`src/rtl/ptw_pkg.sv`:
```
package ptw_pkg;
  localparam int VA_W   = 42;
  localparam int IDX_W  = 10;
  localparam int OFF_W  = 12;
  localparam int LEVELS = 3;
  localparam int PPN_W  = 18;
  localparam int PTE_W  = 32;
  localparam int PID_W  = 8;
  localparam int PA_W   = PPN_W + OFF_W;
  localparam int LVL_W  = 2;

  localparam int PRESENT_BIT = 31;
  localparam int WRITE_BIT   = 30;
  localparam int REF_BIT     = 29;
  localparam int MOD_BIT     = 28;

  typedef enum logic [2:0] {
    ST_IDLE, ST_L1, ST_L2, ST_L3, ST_DONE, ST_FAULT
  } walkState_t;

  typedef struct packed {
    logic             loadReq;
    logic             stepBase;
    logic             capture;
    logic [LVL_W-1:0] level;
  } walkStrb_t;
endpackage

```
`src/rtl/ptw_datapath.sv`:
```
module ptw_datapath
  import ptw_pkg::*;
(
  input  logic             clk,
  input  logic             rstN,
  input  walkStrb_t        strb,
  input  logic [VA_W-1:0]  reqVa,
  input  logic [PID_W-1:0] reqPid,
  input  logic [PPN_W-1:0] ptBasePpn,
  input  logic [PTE_W-1:0] memRespData,
  output logic             pteValid,
  output logic [PA_W-1:0]  memReqAddr,
  output logic [LVL_W-1:0] resLevel,
  output logic [PID_W-1:0] resPid,
  output logic [PPN_W-1:0] resPpn,
  output logic [PA_W-1:0]  resPa,
  output logic             resWritable,
  output logic             resReferenced,
  output logic             resModified
);
  logic [VA_W-1:0]  vaReg;
  logic [PID_W-1:0] pidReg;
  logic [PPN_W-1:0] tableBase;
  logic [PTE_W-1:0] entryReg;
  logic [LVL_W-1:0] lvlReg;

  logic [IDX_W-1:0] idxArr [LEVELS];
  logic [IDX_W-1:0] idxSel;

  genvar g;
  generate
    for (g = 0; g < LEVELS; g++) begin : gIdx
      assign idxArr[g] = vaReg[VA_W-1-g*IDX_W -: IDX_W];
    end
  endgenerate

  always_comb begin
    idxSel = '0;
    for (int i = 0; i < LEVELS; i++) begin
      if (strb.level == LVL_W'(i + 1)) idxSel = idxArr[i];
    end
  end

  assign memReqAddr = {tableBase, {OFF_W{1'b0}}}
                    + {{(PA_W-IDX_W-2){1'b0}}, idxSel, 2'b00};
  assign pteValid   = memRespData[PRESENT_BIT];

  always_ff @(posedge clk or negedge rstN) begin
    if (!rstN) begin
      vaReg     <= '0;
      pidReg    <= '0;
      tableBase <= '0;
      entryReg  <= '0;
      lvlReg    <= '0;
    end else begin
      if (strb.loadReq) begin
        vaReg     <= reqVa;
        pidReg    <= reqPid;
        tableBase <= ptBasePpn;
      end
      if (strb.stepBase) tableBase <= memRespData[PPN_W-1:0];
      if (strb.capture) begin
        entryReg <= memRespData;
        lvlReg   <= strb.level;
      end
    end
  end

  assign resLevel      = lvlReg;
  assign resPid        = pidReg;
  assign resPpn        = entryReg[PPN_W-1:0];
  assign resPa         = {entryReg[PPN_W-1:0], vaReg[OFF_W-1:0]};
  assign resWritable   = entryReg[WRITE_BIT];
  assign resReferenced = entryReg[REF_BIT];
  assign resModified   = entryReg[MOD_BIT];

  // a level step points the next read at the page number just returned
  assert_next_table_R6: assert property (@(posedge clk) disable iff (!rstN)
    strb.stepBase |=> memReqAddr[PA_W-1:OFF_W] == $past(memRespData[PPN_W-1:0]));
endmodule

```
`src/rtl/ptw_control.sv`:
```
module ptw_control
  import ptw_pkg::*;
(
  input  logic      clk,
  input  logic      rstN,
  input  logic      reqValid,
  input  logic      memRespValid,
  input  logic      pteValid,
  output logic      reqReady,
  output logic      memReqValid,
  output logic      resValid,
  output logic      resFault,
  output walkStrb_t strb
);
  walkState_t state, stateNext;
  logic       waiting, waitingNext;
  logic       inWalk, respTake;

  assign inWalk      = (state == ST_L1) || (state == ST_L2) || (state == ST_L3);
  assign memReqValid = inWalk && !waiting;
  assign respTake    = inWalk && waiting && memRespValid;
  assign reqReady    = (state == ST_IDLE);
  assign resValid    = (state == ST_DONE) || (state == ST_FAULT);
  assign resFault    = (state == ST_FAULT);

  always_comb begin
    strb = '0;
    unique case (state)
      ST_L1:   strb.level = 2'd1;
      ST_L2:   strb.level = 2'd2;
      ST_L3:   strb.level = 2'd3;
      default: strb.level = 2'd0;
    endcase
    strb.loadReq  = (state == ST_IDLE) && reqValid;
    strb.stepBase = respTake && pteValid && (state != ST_L3);
    strb.capture  = respTake && (!pteValid || state == ST_L3);
  end

  always_comb begin
    stateNext = state;
    unique case (state)
      ST_IDLE: if (reqValid) stateNext = ST_L1;
      ST_L1:   if (respTake) stateNext = pteValid ? ST_L2 : ST_FAULT;
      ST_L2:   if (respTake) stateNext = pteValid ? ST_L3 : ST_FAULT;
      ST_L3:   if (respTake) stateNext = pteValid ? ST_DONE : ST_FAULT;
      default: stateNext = ST_IDLE;
    endcase
    waitingNext = waiting;
    if (respTake) waitingNext = 1'b0;
    else if (memReqValid) waitingNext = 1'b1;
  end

  always_ff @(posedge clk or negedge rstN) begin
    if (!rstN) begin
      state   <= ST_IDLE;
      waiting <= 1'b0;
    end else begin
      state   <= stateNext;
      waiting <= waitingNext;
    end
  end

  // one read strobe per level, never two cycles in a row
  assert_req_pulse_R4: assert property (@(posedge clk) disable iff (!rstN)
    memReqValid |=> !memReqValid);
  // result is a single-cycle pulse
  assert_res_pulse_R10: assert property (@(posedge clk) disable iff (!rstN)
    resValid |=> !resValid);
  // walker is ready again right after a result
  assert_idle_after_res_R10: assert property (@(posedge clk) disable iff (!rstN)
    resValid |=> reqReady);
  // an accepted request makes the walker busy
  assert_busy_after_accept_R9: assert property (@(posedge clk) disable iff (!rstN)
    (reqReady && reqValid) |=> !reqReady);
endmodule

```
`src/rtl/pt_walker.sv`:
```
module pt_walker
  import ptw_pkg::*;
(
  input  logic             clk,
  input  logic             rstN,
  input  logic             reqValid,
  output logic             reqReady,
  input  logic [VA_W-1:0]  reqVa,
  input  logic [PID_W-1:0] reqPid,
  input  logic [PPN_W-1:0] ptBasePpn,
  output logic             memReqValid,
  output logic [PA_W-1:0]  memReqAddr,
  input  logic             memRespValid,
  input  logic [PTE_W-1:0] memRespData,
  output logic             resValid,
  output logic             resFault,
  output logic [LVL_W-1:0] resLevel,
  output logic [PID_W-1:0] resPid,
  output logic [PPN_W-1:0] resPpn,
  output logic [PA_W-1:0]  resPa,
  output logic             resWritable,
  output logic             resReferenced,
  output logic             resModified
);
  walkStrb_t strb;
  logic      pteValid;

  ptw_control u_ctrl (
    .clk, .rstN, .reqValid, .memRespValid, .pteValid,
    .reqReady, .memReqValid, .resValid, .resFault, .strb
  );

  ptw_datapath u_dp (
    .clk, .rstN, .strb, .reqVa, .reqPid, .ptBasePpn, .memRespData,
    .pteValid, .memReqAddr, .resLevel, .resPid, .resPpn, .resPa,
    .resWritable, .resReferenced, .resModified
  );

  // a fault always names a real level
  assert_fault_level_R7: assert property (@(posedge clk) disable iff (!rstN)
    (resValid && resFault) |-> (resLevel != 2'd0));
  // a successful walk reports the last level
  assert_done_level_R8: assert property (@(posedge clk) disable iff (!rstN)
    (resValid && !resFault) |-> (resLevel == 2'd3));
endmodule

```
`config.mk`:
```
export PLATFORM = sky130hd
export DESIGN_NAME = pt_walker
export DESIGN_NICKNAME = d
export VERILOG_FILES = /design/src/rtl/ptw_pkg.sv /design/src/rtl/ptw_datapath.sv /design/src/rtl/ptw_control.sv /design/src/rtl/pt_walker.sv
export SDC_FILE = /design/constraint.sdc
export NUM_CORES = 1
export LEC_CHECK = 0
export BUFFER_PORTS_ARGS = -buffer_cell sky130_fd_sc_hd__buf_2
export CELL_PAD_IN_SITES_DETAIL_PLACEMENT = 2
export CELL_PAD_IN_SITES_GLOBAL_PLACEMENT = 2
export CORE_ASPECT_RATIO = 1.4
export CORE_MARGIN = 2
export CORE_UTILIZATION = 31
export DETAILED_ROUTE_END_ITERATION = 10
export GPL_ROUTABILITY_DRIVEN = 0
export GPL_TIMING_DRIVEN = 0
export PLACE_DENSITY = 0.81
export SYNTH_ARGS = -nofsm -noshare
export SYNTH_HDL_FRONTEND = slang
export SYNTH_SLANG_ARGS = --single-unit
```
`constraint.sdc`:
```
create_clock -name clk -period 3.4 [get_ports clk]
set_input_delay 0.34 -clock clk [delete_from_list [all_inputs] [get_ports clk]]
set_output_delay 0.34 -clock clk [all_outputs]
set_load 0.02 [all_outputs]
```
# ---- After elaboration in Yosys (flattened, before gate mapping)
# Cells that the tools add are included.
dict set report totals {
  ff_bits 105
  word_cells 54
}
dict set report op_classes {
  n_reduce_logical 17
  n_addsub 1
  n_eq_ne 13
  mux 16
}
# cell count
set op_table {}
lappend op_table {{$mux 18} 2}
lappend op_table {{$add 30x12->30} 1}
lappend op_table {{$mux 10} 3}
lappend op_table {{$mux 3} 6}
lappend op_table {{$pmux 3 s4} 1}
lappend op_table {{$logic_and 1x1->1} 7}
lappend op_table {{$eq 3x2->1 const B} 2}
lappend op_table {{$eq 3x3->1 const B} 2}
lappend op_table {{$ne 2x1->1 const B} 3}
lappend op_table {{$pmux 2 s3} 1}
lappend op_table {{$eq 2x2->1 const B} 2}
lappend op_table {{$logic_or 1x1->1} 4}
lappend op_table {{$reduce_and 4->1} 1}
lappend op_table {{$reduce_bool 2->1} 2}
lappend op_table {{$eq 3x1->1 const B} 1}
lappend op_table {{$logic_not 3->1} 1}
lappend op_table {{$mux 1} 3}
lappend op_table {{$ne 3x2->1 const B} 1}
lappend op_table {{$eq 2x1->1 const B} 1}
lappend op_table {{$logic_not 1->1} 2}
lappend op_table {{$ne 2x2->1 const B} 1}

# ---- Logic depth before layout (Yosys ltp)
# Gate-level depths: netlist (run 1).
dict set report logic_depth {
  word_depth 8
  mapped_depth 8
}

# ---- By module
# From an unflattened synthesis (run 1), not the netlist that was laid out.
dict set report unflattened {
  hier_cells 324
  hier_area_um2 4327.9
}
# module n_inst area_per_inst_um2 cells_each
set modules_own_cells {}
lappend modules_own_cells {ptw_datapath 1 4021.4 290}
lappend modules_own_cells {ptw_control 1 306.5 34}

# ---- Worst setup path before layout (run 1)
# OpenSTA, ideal clock, no wires.
dict set report synth_path {
  path_kind {reg2reg}
  start {reg u_ctrl.state[1]}
  end {reg u_dp.vaReg[34]}
  arrival_ps 2015
  n_path_buf 4
  stages_incl_launch_ff 8
  setup_slack_ps 1260
  setup_time_ps 125
  path_cell_list {dfrtp_1 > buf_4 > nor3_1 > and2_1 > buf_2 > buf_4 > buf_6 > mux2_2}
}
dict set report synth_between {
  elab_chain_cells 2
}
# item line_no
set synth_lines {}
lappend synth_lines {{start: declaration} ptw_control.sv:15} ;# walkState_t state, stateNext;
lappend synth_lines {{start signal: assignment} ptw_control.sv:58} ;# state <= stateNext;
lappend synth_lines {{$logic_not 3->1} -}
lappend synth_lines {{named net reqReady} pt_walker.sv:7} ;# output logic reqReady,
lappend synth_lines {{$logic_and 1x1->1} ptw_control.sv:34} ;# strb.loadReq = (state == ST_IDLE) && reqValid;
lappend synth_lines {{end signal: assignment} ptw_datapath.sv:57} ;# vaReg <= reqVa;
lappend synth_lines {{end: declaration} ptw_datapath.sv:21} ;# logic [VA_W-1:0] vaReg;
# The timed path passes the listed nets, and every way through them passes these cells.
# A chain may end at the register's enable or synchronous reset.

# ---- Final worst setup path (run 1)
dict set report layout_path {
  start {reg u_ctrl.state[0]}
  end {out memReqAddr[8]}
}
dict set report layout_between {
  elab_chain_cells 7
  elab_cells_between_ends 11
}
# item line_no
set layout_lines {}
lappend layout_lines {{$eq 3x2->1 / $eq 3x1->1 (equally long branches)} ptw_control.sv:28} ;# unique case (state)
lappend layout_lines {{$pmux 2 s3 (*)} ptw_control.sv:28}
lappend layout_lines {{$eq 2x1->1} ptw_datapath.sv:40} ;# if (strb.level == LVL_W'(i + 1)) idxSel = idxArr[i];
lappend layout_lines {{$mux 10 (2 in a row)} ptw_datapath.sv:40}
lappend layout_lines {{$mux 10 (*)} ptw_datapath.sv:40}
lappend layout_lines {{$add 30x12->30 (*)} ptw_datapath.sv:45} ;# + {{(PA_W-IDX_W-2){1'b0}}, idxSel, 2'b00};
lappend layout_lines {{end: declaration} pt_walker.sv:12} ;# output logic [PA_W-1:0] memReqAddr,
# Every way passes the cells marked *; elsewhere a longest branch is shown, timed or not.

==> impl_metrics.yaml, run 1 <==
status:
  status: "complete, no violations"
logic_synthesis:
  yosysWarnings: 0
  syn_inst: 331
  synth-edff-count: 0
  synthFlopType: "dfrtp_1"
  ys_async_sr_fraction: 1.00
  synth_area_sq_um: 4350
  synth_area_leaders: "dfrtp_1, mux2_2, mux2_4, buf_4, mux2i_1"
  yosysTopAreaCell: "dfrtp_1"
  yosysTopAreaCellShare: 0.547
  syn_avg_cell_area_sq_um: 13.1
  ys_types: 25
  ys_seq_area_frac: 0.547
  ys_ff_latch: 95
pwr:
  power.density_nw_per_um2: 1110
  leakage_nw: 2.93
  power_mw: 6.49
  peakVddDrop_mv: 0.323
global_route:
  overflow: 0
  antenna_found_initial: 0
  grt_start_max_net_pins: 60
  grt_usage: 0.180
  grt_pass1_wl_microns: 20900
  grt_pass1_vias: 3809
cts:
  path_clk_slew_ps: 70
  post_cts_resized: 0
  tritoncts: "done"
  htreeDepth: 3
  post_cts_buffers: 0
  clockBufferDepth: 2
  cts_root_buffer: "clkbuf_16"
  cts_sinks: 95
  clk_latency_ps: 340
  cts_buffers: 9
routing:
  antenna_left: 0
  drt_iter0_markers: 36
  remaining_drc_errors: 0
  finalWirelength_microns: 13100
  vias_per_cell: 4.57
  vias: 3296
  firstDrtPassIters: 4
  routedWlPerCell_microns: 18.2
critical_path:
  slowest_delay_ps: 520
  r2r_end: "u_dp.tableBase[13]"
  r2r_start: "u_ctrl.state[1]"
  rrSetupSlack_ps: 1170
  path_max_fanout: 10
  crit_path_cell_trace: "buf_4 > clkbuf_1 > mux2_2 > a22oi_1 > nor2_1 > buf_2"
  reg2regPathDepth: 7
  critPathLaunchType: "flip-flop"
  crit_required_ps: 3060
  cp.arrival_ps: 2170
  crit_type: "reg2out"
  crit_path_end_kind: "primary output"
  crit_path_top_delay_cell: "clkbuf_1"
finish:
  multi_input_area_sq_um: 1590
  final_cell_mix: "buf_2, dfrtp_1, mux2_2, buf_4"
  layout_commonest_cell: "buf_2"
  nets: 636
  diodes: 0
  area_growth_pct: 35.1
  nFillCells: 1503
  drive_gt1_frac: 0.616
  regArea_sq_um: 2380
floorplanning:
  start_util: 0.315
  die_x_microns: 104
  die-area_sq_um: 15000
  ios: 199
  row_count: 51
  coreArea_sq_um: 13800
  die_y_microns: 144
worst_hold_path:
  whs_endpoint: "u_dp.tableBase[15]"
  hp-class: "in2reg"
  hold_depth: 3
  hold_path.startpoint: "memRespData[15]"
sta:
  finClkSkew_ps: 11.3
  fmax_mhz: 398
  setup_tns_ps: 0
  slew_viol_final: 0
  period_needed_ps: 2510
  tightest_slew_ps: 842
  setup_viol: 0
  hold_viol_final: 0
  slew_headroom: 0.437
  layout_worst_path_cycle_share: 0.739
  rsz0062_at_grt: "false"
placed_design:
  numPortBuffers: 186
  dp_hpwl_microns: 10100
job:
  maxCapViolCount: 0
[cell families (layout without fill, tap and decap cells)]
logic type | count (synthesis) | count (layout) | synth area share
AOI/OAI and AO/OA | 30 | 30 | 0.0415
adders and majority gates | 1 | 1 | 0.00259
DFF | 95 | 95 | 0.547
xor gates and xnor gates | 1 | 1 | 0.00202
buffers and inverters | 56 | 261 | 0.0889
other | 1 | 2 | 0.000863
muxes | 102 | 102 | 0.275
and+or+nand+nor | 45 | 45 | 0.0417
[state kept, by name, indices dropped and copies added (netlist names)]
register and cells:
u_dp.vaReg 42, u_dp.entryReg 21, u_dp.tableBase 18, u_dp.resPid 8, u_ctrl.state 3, u_dp.resLevel 2
u_ctrl.waiting 1
[synthesized netlist by cell type, types with 2 or more instances]
master and number:
buf_6 5, inv_2 2, mux2_2 61, inv_1 2, buf_4 35, clkbuf_1 6
nor2_1 18, o21ai_0 16, mux2_4 19, buf_2 6, mux2_1 4, nor3_1 5
a22oi_1 10, dfrtp_1 95, mux2i_1 18, o21ai_1 2, nand2_1 19
[through the flow]
stage / hold WS (ps) / setup WS, ps / instances / util / instance area [sq um]
2_1_floorplan: 44.4 / 1260 / 332 / - / 4350
3_3_place_gp: 475 / 923 / 703 / 0.400 / 5510
3_5_place_dp: 347 / 854 / 704 / 0.402 / 5540
4_1_cts: 211 / 842 / 721 / 0.426 / 5870
5_1_grt: 221 / 777 / 722 / 0.426 / 5870
6_report: 223 / 887 / 722 / 0.426 / 5870
[layout make-up]
type,instances,area share
buffer,52,0.0633
tap,185,0.0394
clock inverter,5,0.0139
clock buffer,11,0.0396
sequential,95,0.405
timing repair buffer,189,0.166
multi-input combinational,181,0.270
inverter,4,0.00256
[metal layers]
layer	GRT usage	share of wire	up-vias	routed length [microns]
met5	0	0	-	0
met4	0.0647	0.016	0	214
met3	0.0333	0.049	15	650
met2	0.348	0.57	115	7450
met1	0.196	0.37	1665	4830
li1	-	-	1501	-
[worst max-delay path by stage]
stage / depth (start not counted) / from / to / slack (ps)
2_1_floorplan: 7 / u_ctrl.state[1] / u_dp.vaReg[34] / 1260
3_3_place_gp: 5 / u_ctrl.state[1] / u_dp.tableBase[13] / 920
3_5_place_dp: 6 / u_ctrl.state[1] / u_dp.tableBase[1] / 850
4_1_cts: 6 / u_ctrl.state[1] / u_dp.tableBase[1] / 840
5_1_grt: 6 / u_ctrl.state[0] / memReqAddr[3] / 780
6_report: 6 / u_ctrl.state[0] / memReqAddr[8] / 890
[power by group]
part	internal, mW	switching (mW)
Sequential	1.71	0.350
Combinational	1.54	1.81
Clock	0.647	0.433
[critical path, delay by kind of cell, from the launching register on]
| kind | cells | cell delay [ps] |
|---|---|---|
| buffers and inverters | 3 | 850 |
| AND/OR/NAND/NOR | 1 | 60 |
| multiplexers | 1 | 420 |
| flip-flops | 1 | 320 |
| AO/OA/AOI/OAI | 1 | 190 |
[timing repair]
| item | CTS | global route |
|---|---|---|
| endpoints found under the setup margin | 0 | 0 |
| hold buffers | 1 | 0 |
| endpoints found under the hold margin | 36 | 0 |
No activity file was read; power rests on OpenSTA's default activity.
==> run 2, diff against run 1 <==
--- a/config.mk
+++ b/config.mk
@@ -10,11 +10,11 @@
 export CELL_PAD_IN_SITES_GLOBAL_PLACEMENT = 2
 export CORE_ASPECT_RATIO = 1.4
 export CORE_MARGIN = 2
-export CORE_UTILIZATION = 31
+export CORE_UTILIZATION = 26
 export DETAILED_ROUTE_END_ITERATION = 10
 export GPL_ROUTABILITY_DRIVEN = 0
 export GPL_TIMING_DRIVEN = 0
-export PLACE_DENSITY = 0.81
+export PLACE_DENSITY = 0.73
 export SYNTH_ARGS = -nofsm -noshare
 export SYNTH_HDL_FRONTEND = slang
 export SYNTH_SLANG_ARGS = --single-unit
==> constraint.sdc (replaced) <==
create_clock -name clk -period 2.1 [get_ports clk]
set_input_delay 0.21 -clock clk [delete_from_list [all_inputs] [get_ports clk]]
set_output_delay 0.21 -clock clk [all_outputs]
set_load 0.02 [all_outputs]
==> run 2 against run 1 <==
Via count fell by 1.0%; sequential power grew 62%; final area is 0.79% higher; cell count is 1.5% higher; sequential share of layout area down 0.32 points; global-route usage down 2.7 points; non-clock buffer count shrank 1; die area up 19%; core utilization decreased by 6.2 points; worst setup slack worse by 750 ps; combinational power grew 63%; critical path type unchanged; largest power group unchanged.
==> impl_metrics.yaml, run 2 (synthesis gave the netlist of run 1 again) <==
status:
  status: "complete, no violations"
sta:
  tightest_slew_ps: 691
  rsz0062_at_grt: "false"
  slew_viol_final: 0
  finClkSkew_ps: 10.5
  slew_headroom: 0.539
  hold_viol_final: 0
  fmax_mhz: 510
  setup_viol: 0
  period_needed_ps: 1960
  setup_tns_ps: 0
  layout_worst_path_cycle_share: 0.934
cts:
  cts_buffers: 9
  post_cts_buffers: 0
  htreeDepth: 3
  clockBufferDepth: 2
  path_clk_slew_ps: 70
  cts_root_buffer: "clkbuf_16"
  cts_sinks: 95
  clk_latency_ps: 350
  tritoncts: "done"
routing:
  vias: 3262
  antenna_left: 0
  routedWlPerCell_microns: 18.2
  firstDrtPassIters: 4
  drt_iter0_markers: 69
  vias_per_cell: 4.45
  finalWirelength_microns: 13300
  remaining_drc_errors: 0
global_route:
  overflow: 0
  met1_usage: 0.163
  grt_pass1_vias: 3789
  grt_start_max_net_pins: 50
  antenna_found_initial: 0
  grt_busiest_layer: "met2"
  grt_use_met2: 0.294
  grt_pass1_wl_microns: 20700
  grt_usage: 0.153
  grtUsageMet3: 0.0400
floorplanning:
  coreArea_sq_um: 16200
  ios: 199
  die_x_microns: 113
  die-area_sq_um: 17800
  row_count: 55
  start_util: 0.268
  die_y_microns: 157
finish:
  nets: 635
  biggestRegsByFlops: "u_dp.vaReg x42, u_dp.entryReg x21, u_dp.tableBase x18"
  nFillCells: 1731
  largest-register: "u_dp.vaReg"
  drive_gt1_frac: 0.627
  diodes: 0
  layout_commonest_cell: "buf_2"
  final_cell_mix: "buf_2, dfrtp_1, mux2_2, buf_4"
  largest_reg_flops: 42
  area_growth_pct: 36.2
  layout.cells.non_filler: 733
pwr:
  power.density_nw_per_um2: 1780
  power_mw: 10.5
  peakVddDrop_mv: 0.561
  leakage_nw: 2.94
critical_path:
  critPathLaunchType: "flip-flop"
  crit_required_ps: 1890
  path_max_fanout: 10
  r2r_end: "u_dp.entryReg[7]"
  reg2regPathDepth: 7
  rrSetupSlack_ps: 170
  crit_path_end_kind: "primary output"
  r2r_start: "u_ctrl.state[1]"
  crit_end: "memReqAddr[2]"
  crit_type: "reg2out"
  startpoint: "u_ctrl.state[0]"
  cp.arrival_ps: 1750
job:
  maxCapViolCount: 0
placed_design:
  numPortBuffers: 186
  dp_hpwl_microns: 10200
  dp_cells: 719
worst_hold_path:
  hp-class: "in2reg"
-- run 2: cell count changes in the layout (fill, tap and decap cells not counted) --
cell / previous run / this run
buf_4: 36 / 37
nor2_1: 18 / 17
clkinv_4: 0 / 1
inv_6: 1 / 0
clkinvlp_4: 1 / 0
nor3_1: 5 / 3
buf_6: 5 / 6
nor2_4: 0 / 1
nor3_2: 0 / 1
nor3_4: 0 / 1
clkinv_2: 1 / 0
clkbuf_1: 8 / 4
clkbuf_8: 0 / 1
-- run 2: worst min-delay path by stage --
| stage | start | end | depth (start not counted) |
|---|---|---|---|
| 2_1_floorplan | rstN | u_ctrl.state[0] | 0 |
| 3_3_place_gp | memRespData[30] | u_dp.entryReg[30] | 2 |
| 3_5_place_dp | rstN | u_dp.vaReg[4] | 1 |
| 4_1_cts | memRespData[30] | u_dp.entryReg[30] | 2 |
| 5_1_grt | reqVa[15] | u_dp.vaReg[15] | 2 |
| 6_report | reqVa[23] | u_dp.vaReg[23] | 2 |
-- run 2: power by group --
part           switching, mW  internal, mW  total, mW
combinational           2.93          2.52       5.45
clock                  0.700          1.07       1.77
sequential             0.557          2.78       3.33
-- run 2: layer usage --
metal	up-vias	part of all wire
met3	10	0.053
met1	1627	0.38
met2	123	0.55
met4	0	0.013
li1	1502	-
met5	-	0
-- run 2: cell type report --
class                           instances  area (sq um)  share of cell area
Sequential cell                        95          2380               0.402
Multi-Input combinational cell        181          1610               0.272
Timing Repair Buffer                  189           978               0.165
Buffer                                 51           377              0.0636
Tap cell                              199           249              0.0421
Clock buffer                           11           243              0.0410
Clock inverter                          3          68.8              0.0116
Inverter                                4          15.0             0.00254
-- run 2: stage by stage --
stage / cell area (sq um) / setup WS [ps] / utilization / hold WS [ps]
2_1_floorplan: 4360 / 169 / - / -85.6
3_3_place_gp: 5540 / -500 / 0.341 / 423
3_5_place_dp: 5570 / -337 / 0.343 / 308
4_1_cts: 5900 / 32.2 / 0.363 / 73.2
5_1_grt: 5920 / 15.8 / 0.364 / 79.0
6_report: 5920 / 138 / 0.364 / 88.2
-- run 2: timing repair --
action                     CTS  global route
resized for setup            5             4
hold buffers                 1             0
gates cloned                 0             0
hold endpoints to repair    48             0
setup endpoints to repair   25            10
-- run 2: critical path, stage by stage, from the launching register on --
cell and delay (ps):
dfrtp_1 330, buf_4 160, buf_6 170, mux2_2 350
a22oi_1 160, nor2_1 70, buf_2 190
